<file path="src/rtl/pc_pkg.sv">
package pc_pkg;
    localparam int unsigned PC_WORD_W = 32;
    localparam int unsigned PC_LOW_W  = 6;
    localparam int unsigned PC_PAY_W  = PC_WORD_W - PC_LOW_W;

    localparam logic [1:0] PC_PAR_CLOSE = 2'b11;
    localparam logic [1:0] PC_PAR_LOOP  = 2'b10;
    localparam logic [3:0] PC_EXT_TAG   = 4'b0000;

    typedef enum logic [1:0] {
        PC_WAIT    = 2'd0,
        PC_COLLECT = 2'd1,
        PC_DRAIN   = 2'd2
    } pc_state_e;

    typedef enum logic [1:0] {
        LC_NONE  = 2'd0,
        LC_LOOP0 = 2'd1,
        LC_LOOP1 = 2'd2,
        LC_BOTH  = 2'd3
    } pc_loop_e;
endpackage

</file>
<file path="src/rtl/pc_word_classify.sv">
module pc_word_classify
    import pc_pkg::*;
(
    input  logic [PC_WORD_W-1:0] word,
    output logic                 is_close,
    output logic                 is_mark,
    output logic                 is_ext,
    output logic [PC_PAY_W-1:0]  payload,
    output logic [PC_LOW_W-1:0]  low_imm
);
    logic [1:0] par;

    always_comb begin
        par      = word[15:14];
        is_close = (par == PC_PAR_CLOSE);
        is_mark  = (par == PC_PAR_LOOP);
        is_ext   = (word[31:28] == PC_EXT_TAG) && !is_close;
        payload  = {word[27:16], word[13:0]};
        low_imm  = word[PC_LOW_W-1:0];
    end
endmodule

</file>
<file path="src/rtl/pc_loop_decode.sv">
module pc_loop_decode
    import pc_pkg::*;
#(
    parameter int unsigned CNT_W = 3
) (
    input  logic [CNT_W-1:0] count,
    input  logic             mark0,
    input  logic             mark1,
    output pc_loop_e         code
);
    always_comb begin
        if (count == CNT_W'(2)) begin
            code = mark0 ? LC_LOOP0 : LC_NONE;
        end else if (count >= CNT_W'(3)) begin
            code = pc_loop_e'({mark1, mark0});
        end else begin
            code = LC_NONE;
        end
    end
endmodule

</file>
<file path="src/rtl/pc_slot_bank.sv">
module pc_slot_bank #(
    parameter int unsigned SLOTS = 4,
    parameter int unsigned IMM_W = 32,
    localparam int unsigned IDX_W = (SLOTS > 1) ? $clog2(SLOTS) : 1
) (
    input  logic                   clk,
    input  logic                   rst_n,
    input  logic                   wr_en,
    input  logic                   wr_first,
    input  logic [IDX_W-1:0]       wr_idx,
    input  logic                   wr_flag,
    input  logic [IMM_W-1:0]       wr_imm,
    output logic [SLOTS-1:0]       nxt_flags,
    output logic [SLOTS*IMM_W-1:0] nxt_imm
);
    for (genvar i = 0; i < SLOTS; i++) begin : g_slot
        logic             cur_flag;
        logic [IMM_W-1:0] cur_imm;
        logic             hit;

        assign hit = wr_en && (wr_idx == IDX_W'(i));

        always_comb begin
            if (hit) begin
                nxt_flags[i]                 = wr_flag;
                nxt_imm[i*IMM_W +: IMM_W]    = wr_imm;
            end else if (wr_en && wr_first) begin
                nxt_flags[i]                 = 1'b0;
                nxt_imm[i*IMM_W +: IMM_W]    = '0;
            end else begin
                nxt_flags[i]                 = cur_flag;
                nxt_imm[i*IMM_W +: IMM_W]    = cur_imm;
            end
        end

        always_ff @(posedge clk or negedge rst_n) begin
            if (!rst_n) begin
                cur_flag <= 1'b0;
                cur_imm  <= '0;
            end else begin
                cur_flag <= nxt_flags[i];
                cur_imm  <= nxt_imm[i*IMM_W +: IMM_W];
            end
        end
    end
endmodule

</file>
<file path="src/rtl/pkt_collector.sv">
module pkt_collector
    import pc_pkg::*;
#(
    parameter int unsigned MAX_WORDS = 4
) (
    input  logic                               clk,
    input  logic                               rst_n,
    input  logic                               in_valid,
    input  logic                               in_last,
    input  logic [31:0]                        in_word,
    output logic                               pkt_done,
    output logic                               pkt_incomplete,
    output logic                               pkt_overflow,
    output logic [$clog2(MAX_WORDS+1)-1:0]     word_count,
    output logic [$clog2(MAX_WORDS+1)+1:0]     size_bytes,
    output logic [1:0]                         loop_code,
    output logic [MAX_WORDS-1:0]               ext_flags,
    output logic [32*MAX_WORDS-1:0]            ext_imm
);
    localparam int unsigned CNT_W = $clog2(MAX_WORDS + 1);
    localparam int unsigned IDX_W = (MAX_WORDS > 1) ? $clog2(MAX_WORDS) : 1;

    pc_state_e            state_q, state_d;
    logic [CNT_W-1:0]     cnt_q;
    logic                 mark0_q, mark1_q;
    logic                 pend_ext_q;
    logic [PC_PAY_W-1:0]  pend_pay_q;

    logic                 c_close, c_mark, c_ext;
    logic [PC_PAY_W-1:0]  c_pay;
    logic [PC_LOW_W-1:0]  c_low;

    logic                 accept, first;
    logic [CNT_W-1:0]     pos, cnt_new;
    logic                 m0_new, m1_new, eff_pend;
    logic                 finish, incomp, ovf;
    logic [31:0]          slot_imm;
    pc_loop_e             lc;
    logic [MAX_WORDS-1:0]    bank_flags;
    logic [32*MAX_WORDS-1:0] bank_imm;

    pc_word_classify u_cls (
        .word     (in_word),
        .is_close (c_close),
        .is_mark  (c_mark),
        .is_ext   (c_ext),
        .payload  (c_pay),
        .low_imm  (c_low)
    );

    always_comb begin
        first    = (state_q == PC_WAIT);
        accept   = in_valid && (state_q != PC_DRAIN);
        pos      = first ? '0 : cnt_q;
        cnt_new  = pos + CNT_W'(1);
        m0_new   = first ? c_mark : mark0_q;
        m1_new   = (pos == CNT_W'(1)) ? c_mark : mark1_q;
        eff_pend = pend_ext_q && !first;
        slot_imm = eff_pend ? {pend_pay_q, c_low} : '0;
        finish   = accept && c_close;
        incomp   = accept && !c_close && in_last;
        ovf      = accept && !c_close && !in_last && (cnt_new == CNT_W'(MAX_WORDS));
    end

    pc_loop_decode #(.CNT_W(CNT_W)) u_loop (
        .count (cnt_new),
        .mark0 (m0_new),
        .mark1 (m1_new),
        .code  (lc)
    );

    pc_slot_bank #(.SLOTS(MAX_WORDS), .IMM_W(32)) u_bank (
        .clk       (clk),
        .rst_n     (rst_n),
        .wr_en     (accept),
        .wr_first  (first),
        .wr_idx    (pos[IDX_W-1:0]),
        .wr_flag   (eff_pend),
        .wr_imm    (slot_imm),
        .nxt_flags (bank_flags),
        .nxt_imm   (bank_imm)
    );

    // next-state logic
    always_comb begin
        state_d = state_q;
        unique case (state_q)
            PC_WAIT, PC_COLLECT: begin
                if (accept) begin
                    if (finish || incomp) state_d = PC_WAIT;
                    else if (ovf)         state_d = PC_DRAIN;
                    else                  state_d = PC_COLLECT;
                end
            end
            PC_DRAIN: begin
                if (in_valid && (c_close || in_last)) state_d = PC_WAIT;
            end
            default: state_d = PC_WAIT;
        endcase
    end

    // state register
    always_ff @(posedge clk or negedge rst_n) begin
        if (!rst_n) state_q <= PC_WAIT;
        else        state_q <= state_d;
    end

    // packet working state
    always_ff @(posedge clk or negedge rst_n) begin
        if (!rst_n) begin
            cnt_q      <= '0;
            mark0_q    <= 1'b0;
            mark1_q    <= 1'b0;
            pend_ext_q <= 1'b0;
            pend_pay_q <= '0;
        end else if (accept) begin
            cnt_q      <= (finish || incomp || ovf) ? '0 : cnt_new;
            mark0_q    <= m0_new;
            mark1_q    <= m1_new;
            pend_ext_q <= c_ext;
            pend_pay_q <= c_pay;
        end
    end

    // outputs
    always_ff @(posedge clk or negedge rst_n) begin
        if (!rst_n) begin
            pkt_done       <= 1'b0;
            pkt_incomplete <= 1'b0;
            pkt_overflow   <= 1'b0;
            word_count     <= '0;
            size_bytes     <= '0;
            loop_code      <= '0;
            ext_flags      <= '0;
            ext_imm        <= '0;
        end else begin
            pkt_done       <= finish;
            pkt_incomplete <= incomp;
            pkt_overflow   <= ovf;
            if (finish) begin
                word_count <= cnt_new;
                size_bytes <= {cnt_new, 2'b00};
                loop_code  <= lc;
                ext_flags  <= bank_flags;
                ext_imm    <= bank_imm;
            end
        end
    end
endmodule

</file>
<file path="config.mk">
export PLATFORM = sky130hd
export DESIGN_NAME = pkt_collector
export DESIGN_NICKNAME = d
export VERILOG_FILES = /design/src/rtl/pc_pkg.sv /design/src/rtl/pc_word_classify.sv /design/src/rtl/pc_loop_decode.sv /design/src/rtl/pc_slot_bank.sv /design/src/rtl/pkt_collector.sv
export SDC_FILE = /design/constraint.sdc
export NUM_CORES = 1
export LEC_CHECK = 0
export BUFFER_PORTS_ARGS = -buffer_cell sky130_fd_sc_hd__buf_2
export CAP_MARGIN = 15
export CORE_UTILIZATION = 45
export DETAILED_ROUTE_END_ITERATION = 10
export PLACE_DENSITY = 0.69
export RECOVER_POWER = 25
export SETUP_SLACK_MARGIN = 0.05
export SLEW_MARGIN = 20
export SYNTH_ARGS = -nofsm -noshare
export SYNTH_HDL_FRONTEND = slang
export SYNTH_SLANG_ARGS = --single-unit
export TNS_END_PERCENT = 20
</file>
<file path="constraint.sdc">
create_clock -name clk -period 2.8 [get_ports clk]
set_input_delay 0.84 -clock clk [delete_from_list [all_inputs] [get_ports clk]]
set_output_delay 0.84 -clock clk [all_outputs]
set_load 0.005 [all_outputs]
</file>
==> reports/qor.txt <==
Reg2reg setup slack - 0.30 ns
Site Rows - 58
Number of global-route vias before repair - 7171
Power, Total - 9.28 mW
Crit-path leading delay family - simple AND/OR/NAND/NOR gates
Placed cells - 1206
Failing checks - capacitance limit, slew limit
Clock-pin slew on the worst setup and hold paths - 0.06 ns
Unrepaired setup endpoints after global routing - no
Netlist Area Pre-Place - 0.0116 sq mm
PwrDens - 666 mW/mm^2
Number of gates resized after cts - 0
Pleak - 7.08 nW
PnR worst setup slack - 0.296 ns
Slew headroom - -0.220
CP Launch Type - register
Post-synth cell types - 32
Total GRT Usage - 0.206
Initial antenna violation count - 0
Slowest library cell on the worst path - and3_2
Die Y - 162 um
DRT Pass-1 Iters - 5
Final core utilization - 0.553
Antenna Nets Post-Route - 0
Vias - 7152
CTS max path bufs - 3
Final Skew - 0.0124 ns
Clk Latency, worst-skew pair - 0.55 ns
Iteration-0 DRC Markers - 493
Num CTS Buffers - 31
Buf/Inv on CP - 0
Final HPWL DP - 16900 um
Setup repair bufs after CTS - 0
Area delta synth->final - 20.5%
Status - complete, but fails checks
Seq cells post-synth - 306
CTS tree - done
Post-synth ARST share - 1.00
Sequential area share after synthesis - 0.663
H-Tree Depth - 1
Clk sink count - 306
Worst-path cell chain - or2_1 -> nand2_1 -> ha_1 -> and3_2 -> a32o_1 -> mux2_2
I/O pin cnt - 181
Vias per std cell - 5.67
Pre-CTS setup slack - 0.207 ns
Net count, final - 948
Period utilization - 0.894
Max Freq - 399 MHz
Synthesis Warnings - 0
Slew @ Worst Pin - 1.83 ns
Die Wd - 162 um
Syn avg cell area - 15.6 sq um
Main synth FF type - dfrtp_1
Fill cells - 2036
WL per Instance - 21.2 um
DRC errors left - 0
Initial Utilization - 0.459
Worst Setup End Kind - register
Post-synthesis cell count - 739
Post-synth EDFFs - 0
Hold buffer count at CTS - 0
Post-Route WL - 26700 um
Core footprint - 0.0252 sq mm
CP Class - reg2reg
# diodes - 0
Final setup violation count - 0
Total negative slack - 0 ns
First-pass GRT wire length - 42200 um
Fin cells - 1261
Clock root buffer - clkbuf_16
Arrival time at the worst endpoint - 3.00 ns
Gpl congestion - 0.790
Share of cells above drive strength 1 - 0.455
Final Hold Fails - 0
Overflow left after global routing - 0
Worst stage delay on the critical path - 0.82 ns
Worst-path fanout max - 33
Max-slew violations - 66
Max Cap Violations - 1
Worst EP required - 3.29 ns
Worst hold path type - reg2reg
Post-route minimum period - 2.50 ns
VDD IR-drop max - 409 uV
Maximum number of pins on one net before global-route repair - 69
Port bufs - 178
Die area - 0.0263 sq mm
cells in the mapped netlist, types with 3 or more instances:
library cell	n	area share
buf_6	11	0.011
nand2_1	20	0.0065
a32o_1	128	0.11
a21oi_1	4	0.0017
o21ai_0	10	0.0043
buf_4	5	0.0032
nand3_1	3	0.0013
dfrtp_1	306	0.66
and3_1	4	0.0022
buf_2	18	0.0078
a22o_1	4	0.0030
o31ai_1	4	0.0026
nor2_1	3	0.00097
ha_1	3	0.0032
clkbuf_1	35	0.011
inv_1	3	0.00097
nand2b_1	3	0.0016
mux2_2	159	0.15
worst register-to-register path, delay by kind of cell, from the launching register on:
| kind | cells | cell delay, ns |
|---|---|---|
| fa+ha+maj | 1 | 0.23 |
| compound gates | 1 | 0.34 |
| flops | 1 | 0.48 |
| simple gates | 3 | 1.24 |
| mux | 1 | 0.16 |
registers in the layout (all words and copies together) (netlist names):
register                count
cnt_q                       3
ext_flags                   4
ext_imm                   128
loop_code                   2
mark0_q                     1
mark1_q                     1
pend_ext_q                  1
pend_pay_q                 26
pkt_done                    1
pkt_incomplete              1
pkt_overflow                1
state_q                     2
u_bank.g_slot.cur_flag      4
u_bank.g_slot.cur_imm     128
word_count                  3
report_power, final:
| group | leakage [nW] | total (mW) | internal, mW | switching, mW |
|---|---|---|---|---|
| registers | 4.21 | 4.57 | 4.48 | 0.0860 |
| logic | 2.35 | 0.475 | 0.162 | 0.313 |
| clock network | 0.528 | 4.23 | 2.57 | 1.67 |
| total | 7.08 | 9.28 | 7.21 | 2.06 |
cell type report:
class                   count  area, sq um  area share
inverters                   4         20.0     0.00144
repair buffers            205         1210      0.0869
clock inverters             9          130     0.00935
multi-input cells         361         3560       0.255
well taps                 330          413      0.0297
clock buffers              46          932      0.0670
flip-flops and latches    306         7660       0.550
layer usage:
| metal | vias to the layer above | part of all wire | track usage |
|---|---|---|---|
| li1 | 3151 | - | - |
| met5 | - | 0 | 0 |
| met1 | 3791 | 0.46 | 0.307 |
| met4 | 0 | 0.013 | 0.0395 |
| met2 | 184 | 0.46 | 0.312 |
| met3 | 26 | 0.060 | 0.0421 |
cells in the final DEF, fill, tap and decap left out, types with 2 or more instances in the layout:
cell type,n
buf_4,12
ha_1,3
a32o_1,128
inv_1,3
buf_2,177
dfrtp_1,306
and3_1,2
bufinv_16,3
nand2b_1,3
nand3_2,2
a21oi_1,2
mux2_2,159
o21ai_0,10
a22o_1,4
a21oi_4,2
clkbuf_16,31
clkbuf_2,3
nor2b_1,2
clkbuf_1,8
clkbuf_8,10
nor2_1,3
conb_1,2
buf_12,9
inv_6,2
nand2_1,20
and3_2,2
o31ai_1,4
clkinv_2,4
cells by family (layout without fill, tap and decap cells):
| family | count (synthesis) | after routing | share of synthesized area |
|---|---|---|---|
| and+or+nand+nor | 44 | 44 | 0.0193 |
| AOI/OAI and AO/OA | 152 | 152 | 0.124 |
| buffers and inverters | 73 | 264 | 0.0344 |
| muxes | 160 | 160 | 0.156 |
| other | 1 | 2 | 0.000325 |
| DFF | 306 | 306 | 0.663 |
| adders and majority gates | 3 | 3 | 0.00325 |
stage by stage:
step | hold WS, ns | cell area (sq um)
after floorplan | 0.442 | 11600
after global placement | 0.457 | 12900
after detailed placement | 0.460 | 12900
after CTS | 0.262 | 13900
after global routing | 0.494 | 13900
final | 0.468 | 13900
path summary, 6_finish.rpt:
check                                  start      endpoint  cells after the start
worst max-delay path              state_q[0]   ext_imm[63]                      6
worst min-delay path            loop_code[1]  loop_code[1]                      2
worst max register to register    state_q[0]   ext_imm[63]                      6
worst min register to register  loop_code[1]  loop_code[1]                      2
max in group asynchronous              rst_n  ext_imm[119]                      2
min in group asynchronous              rst_n   ext_imm[66]                      1
Note: power is estimated with default switching activity, not from simulation.
